<file path="config.mk">
export PLATFORM = sky130hd
export DESIGN_NAME = spi_port
export DESIGN_NICKNAME = d
export VERILOG_FILES = /design/src/rtl/spi_pkg.sv /design/src/rtl/spi_ctrl.sv /design/src/rtl/spi_dp.sv /design/src/rtl/spi_port.sv
export SDC_FILE = /design/constraint.sdc
export NUM_CORES = 1
export LEC_CHECK = 0
export BUFFER_PORTS_ARGS = -buffer_cell sky130_fd_sc_hd__buf_2
export CORE_MARGIN = 2
export CORE_UTILIZATION = 40
export DETAILED_ROUTE_END_ITERATION = 10
export HOLD_SLACK_MARGIN = 0.05
export PLACE_DENSITY = 0.6
export SLEW_MARGIN = 40
export SYNTH_ARGS = -nofsm -noshare
export SYNTH_HDL_FRONTEND = slang
export SYNTH_SLANG_ARGS = --single-unit
</file>
<file path="constraint.sdc">
create_clock -name clk -period 3.4 [get_ports clk]
set_input_delay 0.51 -clock clk [delete_from_list [all_inputs] [get_ports clk]]
set_output_delay 0.51 -clock clk [all_outputs]
set_load 0.03 [all_outputs]
</file>
<file path="src/rtl/spi_pkg.sv">
package spi_pkg;

  // Field order gives register bit positions 6..0
  typedef struct packed {
    logic       slaveMode;
    logic       intOnTxEmpty;
    logic       autoSs;
    logic       ssEnable;
    logic       overwrite;
    logic [1:0] rate;
  } spiCfg_t;

  localparam int CFG_W = $bits(spiCfg_t);

  localparam logic [1:0] ADDR_CFG  = 2'd0;
  localparam logic [1:0] ADDR_DATA = 2'd1;
  localparam logic [1:0] ADDR_STAT = 2'd2;
  localparam logic [1:0] ADDR_SSLV = 2'd3;

  localparam spiCfg_t CFG_RESET = '{slaveMode: 1'b0, intOnTxEmpty: 1'b0,
                                    autoSs: 1'b1, ssEnable: 1'b0,
                                    overwrite: 1'b0, rate: 2'd0};

  // Strobes from control to datapath
  typedef struct packed {
    logic wrTx;
    logic rdRx;
    logic clrOvf;
    logic mLoad;
    logic mCapture;
    logic mShift;
    logic mDone;
    logic sLoad;
    logic sShift;
    logic sDone;
    logic sBit;
  } spiStb_t;

endpackage

</file>
<file path="src/rtl/spi_ctrl.sv">
module spi_ctrl
  import spi_pkg::*;
#(
  parameter int DW       = 8,
  parameter int HALF_MIN = 4
) (
  input  logic          clk,
  input  logic          rstN,
  input  logic          regWr,
  input  logic          regRd,
  input  logic [1:0]    regAddr,
  input  logic [DW-1:0] regWdata,
  input  logic          txFull,
  input  logic          sclkIn,
  input  logic          ssIn,
  input  logic          mosiIn,
  output spiCfg_t       cfg,
  output spiStb_t       stb,
  output logic          manLevel,
  output logic          busy,
  output logic          sclkOut,
  output logic          ssOut
);

  localparam int HALF_W = $clog2(HALF_MIN) + 4;
  localparam int BIT_W  = $clog2(DW);
  localparam logic [BIT_W-1:0] LAST_BIT = BIT_W'(DW - 1);

  // ---------------- register decode ----------------
  always_ff @(posedge clk or negedge rstN) begin
    if (!rstN) begin
      cfg      <= CFG_RESET;
      manLevel <= 1'b1;
    end else if (regWr) begin
      if (regAddr == ADDR_CFG)  cfg      <= spiCfg_t'(regWdata[CFG_W-1:0]);
      if (regAddr == ADDR_SSLV) manLevel <= regWdata[0];
    end
  end

  // ---------------- master sequencer ----------------
  logic              run;
  logic              sclkQ;
  logic [HALF_W-1:0] divCnt;
  logic [HALF_W-1:0] halfLen;
  logic [BIT_W-1:0]  bitCnt;
  logic              divTerm;
  logic              startOk;
  logic              fallEdge;

  assign halfLen  = HALF_W'(HALF_MIN) << cfg.rate;
  assign divTerm  = run && (divCnt == halfLen - HALF_W'(1));
  assign startOk  = !run && !cfg.slaveMode && txFull;
  assign fallEdge = divTerm && sclkQ;

  always_ff @(posedge clk or negedge rstN) begin
    if (!rstN) begin
      run    <= 1'b0;
      sclkQ  <= 1'b0;
      divCnt <= '0;
      bitCnt <= '0;
    end else if (!run) begin
      run    <= startOk;
      sclkQ  <= 1'b0;
      divCnt <= '0;
      bitCnt <= '0;
    end else if (divTerm) begin
      divCnt <= '0;
      sclkQ  <= !sclkQ;
      if (sclkQ) begin
        if (bitCnt == LAST_BIT) begin
          bitCnt <= '0;
          if (!txFull) run <= 1'b0;
        end else begin
          bitCnt <= bitCnt + BIT_W'(1);
        end
      end
    end else begin
      divCnt <= divCnt + HALF_W'(1);
    end
  end

  // ---------------- slave front end ----------------
  logic [2:0]       sclkSy;
  logic [1:0]       ssSy;
  logic [1:0]       mosiSy;
  logic [BIT_W-1:0] sCnt;
  logic             sRise;
  logic             sSel;
  logic             sShiftW;

  always_ff @(posedge clk or negedge rstN) begin
    if (!rstN) begin
      sclkSy <= '0;
      ssSy   <= '1;
      mosiSy <= '0;
    end else begin
      sclkSy <= {sclkSy[1:0], sclkIn};
      ssSy   <= {ssSy[0], ssIn};
      mosiSy <= {mosiSy[0], mosiIn};
    end
  end

  assign sRise   = sclkSy[1] && !sclkSy[2];
  assign sSel    = cfg.slaveMode && (!cfg.ssEnable || !ssSy[1]);
  assign sShiftW = sSel && sRise;

  always_ff @(posedge clk or negedge rstN) begin
    if (!rstN)                  sCnt <= '0;
    else if (!sSel)             sCnt <= '0;
    else if (sShiftW)           sCnt <= (sCnt == LAST_BIT) ? '0 : sCnt + BIT_W'(1);
  end

  // ---------------- strobes ----------------
  always_comb begin
    stb          = '0;
    stb.wrTx     = regWr && (regAddr == ADDR_DATA);
    stb.rdRx     = regRd && (regAddr == ADDR_DATA);
    stb.clrOvf   = regWr && (regAddr == ADDR_STAT);
    stb.mCapture = divTerm && !sclkQ;
    stb.mShift   = fallEdge && (bitCnt != LAST_BIT);
    stb.mDone    = fallEdge && (bitCnt == LAST_BIT);
    stb.mLoad    = startOk || (stb.mDone && txFull);
    stb.sShift   = sShiftW;
    stb.sDone    = sShiftW && (sCnt == LAST_BIT);
    stb.sLoad    = cfg.slaveMode && !sShiftW && (sCnt == '0) && txFull;
    stb.sBit     = mosiSy[1];
  end

  assign busy    = run;
  assign sclkOut = sclkQ;
  assign ssOut   = cfg.slaveMode ? 1'b1 : (cfg.autoSs ? !run : manLevel);

endmodule

</file>
<file path="src/rtl/spi_dp.sv">
module spi_dp
  import spi_pkg::*;
#(
  parameter int DW = 8
) (
  input  logic          clk,
  input  logic          rstN,
  input  spiStb_t       stb,
  input  spiCfg_t       cfg,
  input  logic          manLevel,
  input  logic          busy,
  input  logic [1:0]    regAddr,
  input  logic [DW-1:0] regWdata,
  input  logic          misoIn,
  output logic [DW-1:0] regRdata,
  output logic          txFull,
  output logic          rxFull,
  output logic          ovf,
  output logic          mosiOut,
  output logic          misoOut,
  output logic          irq
);

  logic [DW-1:0] txBuf;
  logic [DW-1:0] rxBuf;
  logic [DW-1:0] mSh;
  logic [DW-1:0] sSh;
  logic          misoBit;
  logic          newValid;
  logic [DW-1:0] newByte;

  assign newValid = stb.mDone || stb.sDone;
  assign newByte  = stb.mDone ? {mSh[DW-2:0], misoBit} : {sSh[DW-2:0], stb.sBit};

  // transmit holding byte
  always_ff @(posedge clk or negedge rstN) begin
    if (!rstN) begin
      txBuf  <= '0;
      txFull <= 1'b0;
    end else begin
      if (stb.wrTx) txBuf <= regWdata;
      if (stb.wrTx)                       txFull <= 1'b1;
      else if (stb.mLoad || stb.sLoad)    txFull <= 1'b0;
    end
  end

  // master and slave shifters
  always_ff @(posedge clk or negedge rstN) begin
    if (!rstN) begin
      mSh     <= '0;
      sSh     <= '0;
      misoBit <= 1'b0;
    end else begin
      if (stb.mCapture) misoBit <= misoIn;
      if (stb.mLoad)       mSh <= txBuf;
      else if (stb.mShift) mSh <= {mSh[DW-2:0], misoBit};
      if (stb.sShift)      sSh <= {sSh[DW-2:0], stb.sBit};
      else if (stb.sLoad)  sSh <= txBuf;
    end
  end

  // receive holding byte and overflow policy
  always_ff @(posedge clk or negedge rstN) begin
    if (!rstN) begin
      rxBuf  <= '0;
      rxFull <= 1'b0;
      ovf    <= 1'b0;
    end else begin
      if (stb.clrOvf) ovf <= 1'b0;
      if (newValid) begin
        if (!rxFull || cfg.overwrite) rxBuf <= newByte;
        if (rxFull) ovf <= 1'b1;
        rxFull <= 1'b1;
      end else if (stb.rdRx) begin
        rxFull <= 1'b0;
      end
    end
  end

  always_comb begin
    case (regAddr)
      ADDR_CFG:  regRdata = DW'(cfg);
      ADDR_DATA: regRdata = rxBuf;
      ADDR_STAT: regRdata = DW'({busy, ovf, !txFull, rxFull});
      default:   regRdata = DW'(manLevel);
    endcase
  end

  assign mosiOut = mSh[DW-1];
  assign misoOut = sSh[DW-1];
  assign irq     = cfg.intOnTxEmpty ? !txFull : rxFull;

endmodule

</file>
<file path="src/rtl/spi_port.sv">
module spi_port
  import spi_pkg::*;
#(
  parameter int DW       = 8,
  parameter int HALF_MIN = 4
) (
  input  logic          clk,
  input  logic          rstN,
  input  logic          regWr,
  input  logic          regRd,
  input  logic [1:0]    regAddr,
  input  logic [DW-1:0] regWdata,
  output logic [DW-1:0] regRdata,
  output logic          sclkOut,
  output logic          mosiOut,
  input  logic          misoIn,
  output logic          ssOut,
  input  logic          sclkIn,
  input  logic          mosiIn,
  input  logic          ssIn,
  output logic          misoOut,
  output logic          irq
);

  spiCfg_t cfg;
  spiStb_t stb;
  logic    manLevel;
  logic    busy;
  logic    txFull;
  logic    rxFull;
  logic    ovf;
  logic    cfgAuto;
  logic    cfgSlave;

  assign cfgAuto  = cfg.autoSs;
  assign cfgSlave = cfg.slaveMode;

  spi_ctrl #(.DW(DW), .HALF_MIN(HALF_MIN)) u_ctrl (
    .clk(clk), .rstN(rstN), .regWr(regWr), .regRd(regRd), .regAddr(regAddr),
    .regWdata(regWdata), .txFull(txFull), .sclkIn(sclkIn), .ssIn(ssIn),
    .mosiIn(mosiIn), .cfg(cfg), .stb(stb), .manLevel(manLevel), .busy(busy),
    .sclkOut(sclkOut), .ssOut(ssOut)
  );

  spi_dp #(.DW(DW)) u_dp (
    .clk(clk), .rstN(rstN), .stb(stb), .cfg(cfg), .manLevel(manLevel),
    .busy(busy), .regAddr(regAddr), .regWdata(regWdata), .misoIn(misoIn),
    .regRdata(regRdata), .txFull(txFull), .rxFull(rxFull), .ovf(ovf),
    .mosiOut(mosiOut), .misoOut(misoOut), .irq(irq)
  );

endmodule

</file>
==> flow_summary.yaml <==
grt:
  antenna_found_initial: 0
  grt_max_degree: 32
  grt_overflow: 0
  grt_pass1_wl_um: 11500
  grt_pass1_vias: 2202
  grt_usage_pct: 17.9
clock_tree:
  insertion_delay_ns: 0.36
  cts_buffers: 9
  cts_hold_buf: 0
  htreeDepth: 3
  postCtsSetupBuffers: 0
  cts_tree: "built"
  cts.clk_slew.worst_paths_ns: 0.08
  max-clock-path-buffers: 2
  clkSinkCount: 65
  cts_resized: 0
  cts-root-buf: "clkbuf_8"
placement:
  hpwl_um: 4810
  io_buffers: 30
  place_congestion: 0.821
  dp_slack_ns: 1.26
  placed_area_um2: 3350
synthesis:
  syn-num-nets: 288
  synth_edf_count: 0
  synth.most_common_cell: "dfrtp_1"
  yosysTopAreaCell: "dfrtp_1"
  synth-simple-area-share_pct: 14.4
  synth_xor_area_share_pct: 1.72
  synth_top_area_share_pct: 50.0
  synth_top_family_by_area: "simple AND/OR/NAND/NOR gates"
  synthMuxAreaShare_pct: 13.0
  ys_types: 43
  synthesis.area_um2: 3050
  synth_fa_ha_area_share_pct: 2.46
  synth.area.top_cells: "dfrtp_1, mux2_2, o221a_2, mux2i_1, o21ai_0"
  syn_inst: 264
  ys_ff_latch: 65
  synth_async_sr_flop_share_pct: 100
  synth.avg_cell_area_um2: 11.6
  yosys-top-cells-count: "dfrtp_1, nor2_1, nand2_1"
  seq_area_frac_synth_pct: 53.4
  yosys_most_used_dff: "dfrtp_1"
  synth_warnings: 0
  synth_compound_area_share_pct: 13.8
worst_setup_path:
  end_kind: "flop"
  startpoint_type: "flop"
  crit_type: "reg -> reg"
  crit_fanout: 10
  worst_ep_arrival_time_ns: 2.41
  crit_required_ns: 3.64
timing:
  rsz0062_at_grt: "no"
  timing.hold.ws_ns: 0.194
  finalCritPeriodShare_pct: 63.9
  slew_viol_final: 0
  post-route-min-period_ns: 2.17
  fmax_mhz: 460
  setup_viol: 0
  max_slew_margin_pct: 51.4
  skew_ns: 0.0121
  finalSetupTns_ns: 0
  hold_viol: 0
  setup_slack_ns: 1.23
  worst_slew_pin_slew_ns: 0.724
layout:
  final_nets: 328
  antenna_cells: 0
  seq_area_um2: 1630
  drive_above_1_share_pct: 31.4
  finalInstanceArea_um2: 3540
  fillers: 672
  syn_to_final_growth_pct: 16.0
  multi_input_area_um2: 1390
die:
  start_util_pct: 41.6
  core-area_um2: 7330
  fp.dieH_um: 91.4
  rows: 31
  die_w_um: 91.4
  ios: 31
  dieArea_um2: 8350
detailed_routing:
  avgViaCountPerCell: 5.37
  via_count: 2189
  finalWirelength_um: 6720
  dr.first_iter.drc_count: 258
  postRouteAntennaNets: 0
  wire_per_inst_um: 16.5
  drc: 0
  drt_pass1_iterations: 4
power_and_ir_drop:
  ir_drop_mv: 0.272
  powerDensity_nw_per_um2: 682
  p_total_uw: 2420
  cellLeakagePower_uw: 0.00163
outcome:
  status: "finished clean"
hold_path:
  hold_path.class: "in -> async"
run:
  cap_violations: 0
==> logic make-up (layout without fill, tap and decap cells) <==
group | Yosys count | after routing
simple gates | 87 | 87
compound gates | 54 | 54
fa+ha+maj | 6 | 6
flops | 65 | 65
mux | 36 | 36
xor+xnor | 6 | 6
buf+inv | 10 | 55
==> cell type report <==
class / instances / area share, %
flip-flops and latches: 65 / 46.1
multi-input cells: 189 / 39.2
repair buffers: 35 / 5.30
clock buffers: 9 / 3.50
well taps: 99 / 3.50
clock inverters: 7 / 2.01
inverters: 4 / 0.424
==> registers in the layout, indices dropped and copies added (netlist names), 2 cells and up <==
name,flops
u_dp.mSh,8
u_dp.rxBuf,8
u_dp.sSh,8
u_dp.txBuf,8
u_ctrl.cfg,7
u_ctrl.divCnt,6
u_ctrl.bitCnt,3
u_ctrl.sCnt,3
u_ctrl.sclkSy,3
u_ctrl.mosiSy,2
u_ctrl.ssSy,2
==> worst max-delay path, stage by stage (launching register included) <==
cell,delay [ns]
dfrtp_1,0.40
ha_1,0.24
nor2b_1,0.19
and4_1,0.23
o21ai_1,0.30
nand2_1,0.34
o221a_2,0.36
==> through the flow <==
step	util, %	cells
after global placement	45.6	392
after floorplan	-	264
final	48.3	408
after CTS	48.3	408
after global routing	48.3	408
after detailed placement	45.7	392
==> metal layers <==
layer / GRT usage, % / vias up / wire length, um
met4: 8.21 / 0 / 87
met3: 3.82 / 8 / 442
li1: - / 1036 / -
met5: 0 / - / 0
met2: 24.6 / 69 / 2850
met1: 26.7 / 1076 / 3340
==> cell usage in the layout (no fill, tap or decap), drive strengths merged, types with 2 or more instances in the layout <==
| master | synthesis | layout |
|---|---|---|
| o221a | 16 | 16 |
| o21ai | 27 | 27 |
| and2 | 2 | 2 |
| mux2 | 18 | 18 |
| dfstp | 4 | 4 |
| nand3 | 5 | 5 |
| and4 | 2 | 2 |
| xor2 | 3 | 3 |
| nor2 | 29 | 29 |
| nand2b | 3 | 3 |
| nor2b | 7 | 7 |
| clkinvlp | 0 | 3 |
| clkbuf | 5 | 9 |
| xnor2 | 3 | 3 |
| or3 | 2 | 2 |
| nand2 | 27 | 27 |
| dfrtp | 61 | 61 |
| nor3 | 3 | 3 |
| a22o | 3 | 3 |
| ha | 6 | 6 |
| clkinv | 0 | 3 |
| inv | 4 | 4 |
| mux2i | 17 | 17 |
| buf | 1 | 35 |
==> report_power, final <==
part	internal, uW	switching [uW]	leakage [uW]
Combinational	277	300	0.000743
Sequential	977	212	0.000799
Clock	336	313	0.0000912
==> worst paths after layout <==
check                                             end  depth (start not counted)  slack, ns                  startpoint
hold / removal              u_dp.txBuf[4]$_DFFE_PN0P_                          1       0.19                        rstN
max in group asynchronous    u_ctrl.ssSy[0]$_DFF_PN1_                          2       2.40                        rstN
min in group clk             u_ctrl.ssSy[0]$_DFF_PN1_                          1       0.26                        ssIn
setup reg to reg            u_dp.rxBuf[0]$_DFFE_PN0P_                          6       1.23  u_ctrl.divCnt[0]$_DFF_PN0_
setup / recovery            u_dp.rxBuf[0]$_DFFE_PN0P_                          6       1.23  u_ctrl.divCnt[0]$_DFF_PN0_
hold reg to reg            u_ctrl.mosiSy[1]$_DFF_PN0_                          0       0.35  u_ctrl.mosiSy[0]$_DFF_PN0_
Power figures use the tool's default switching activity.
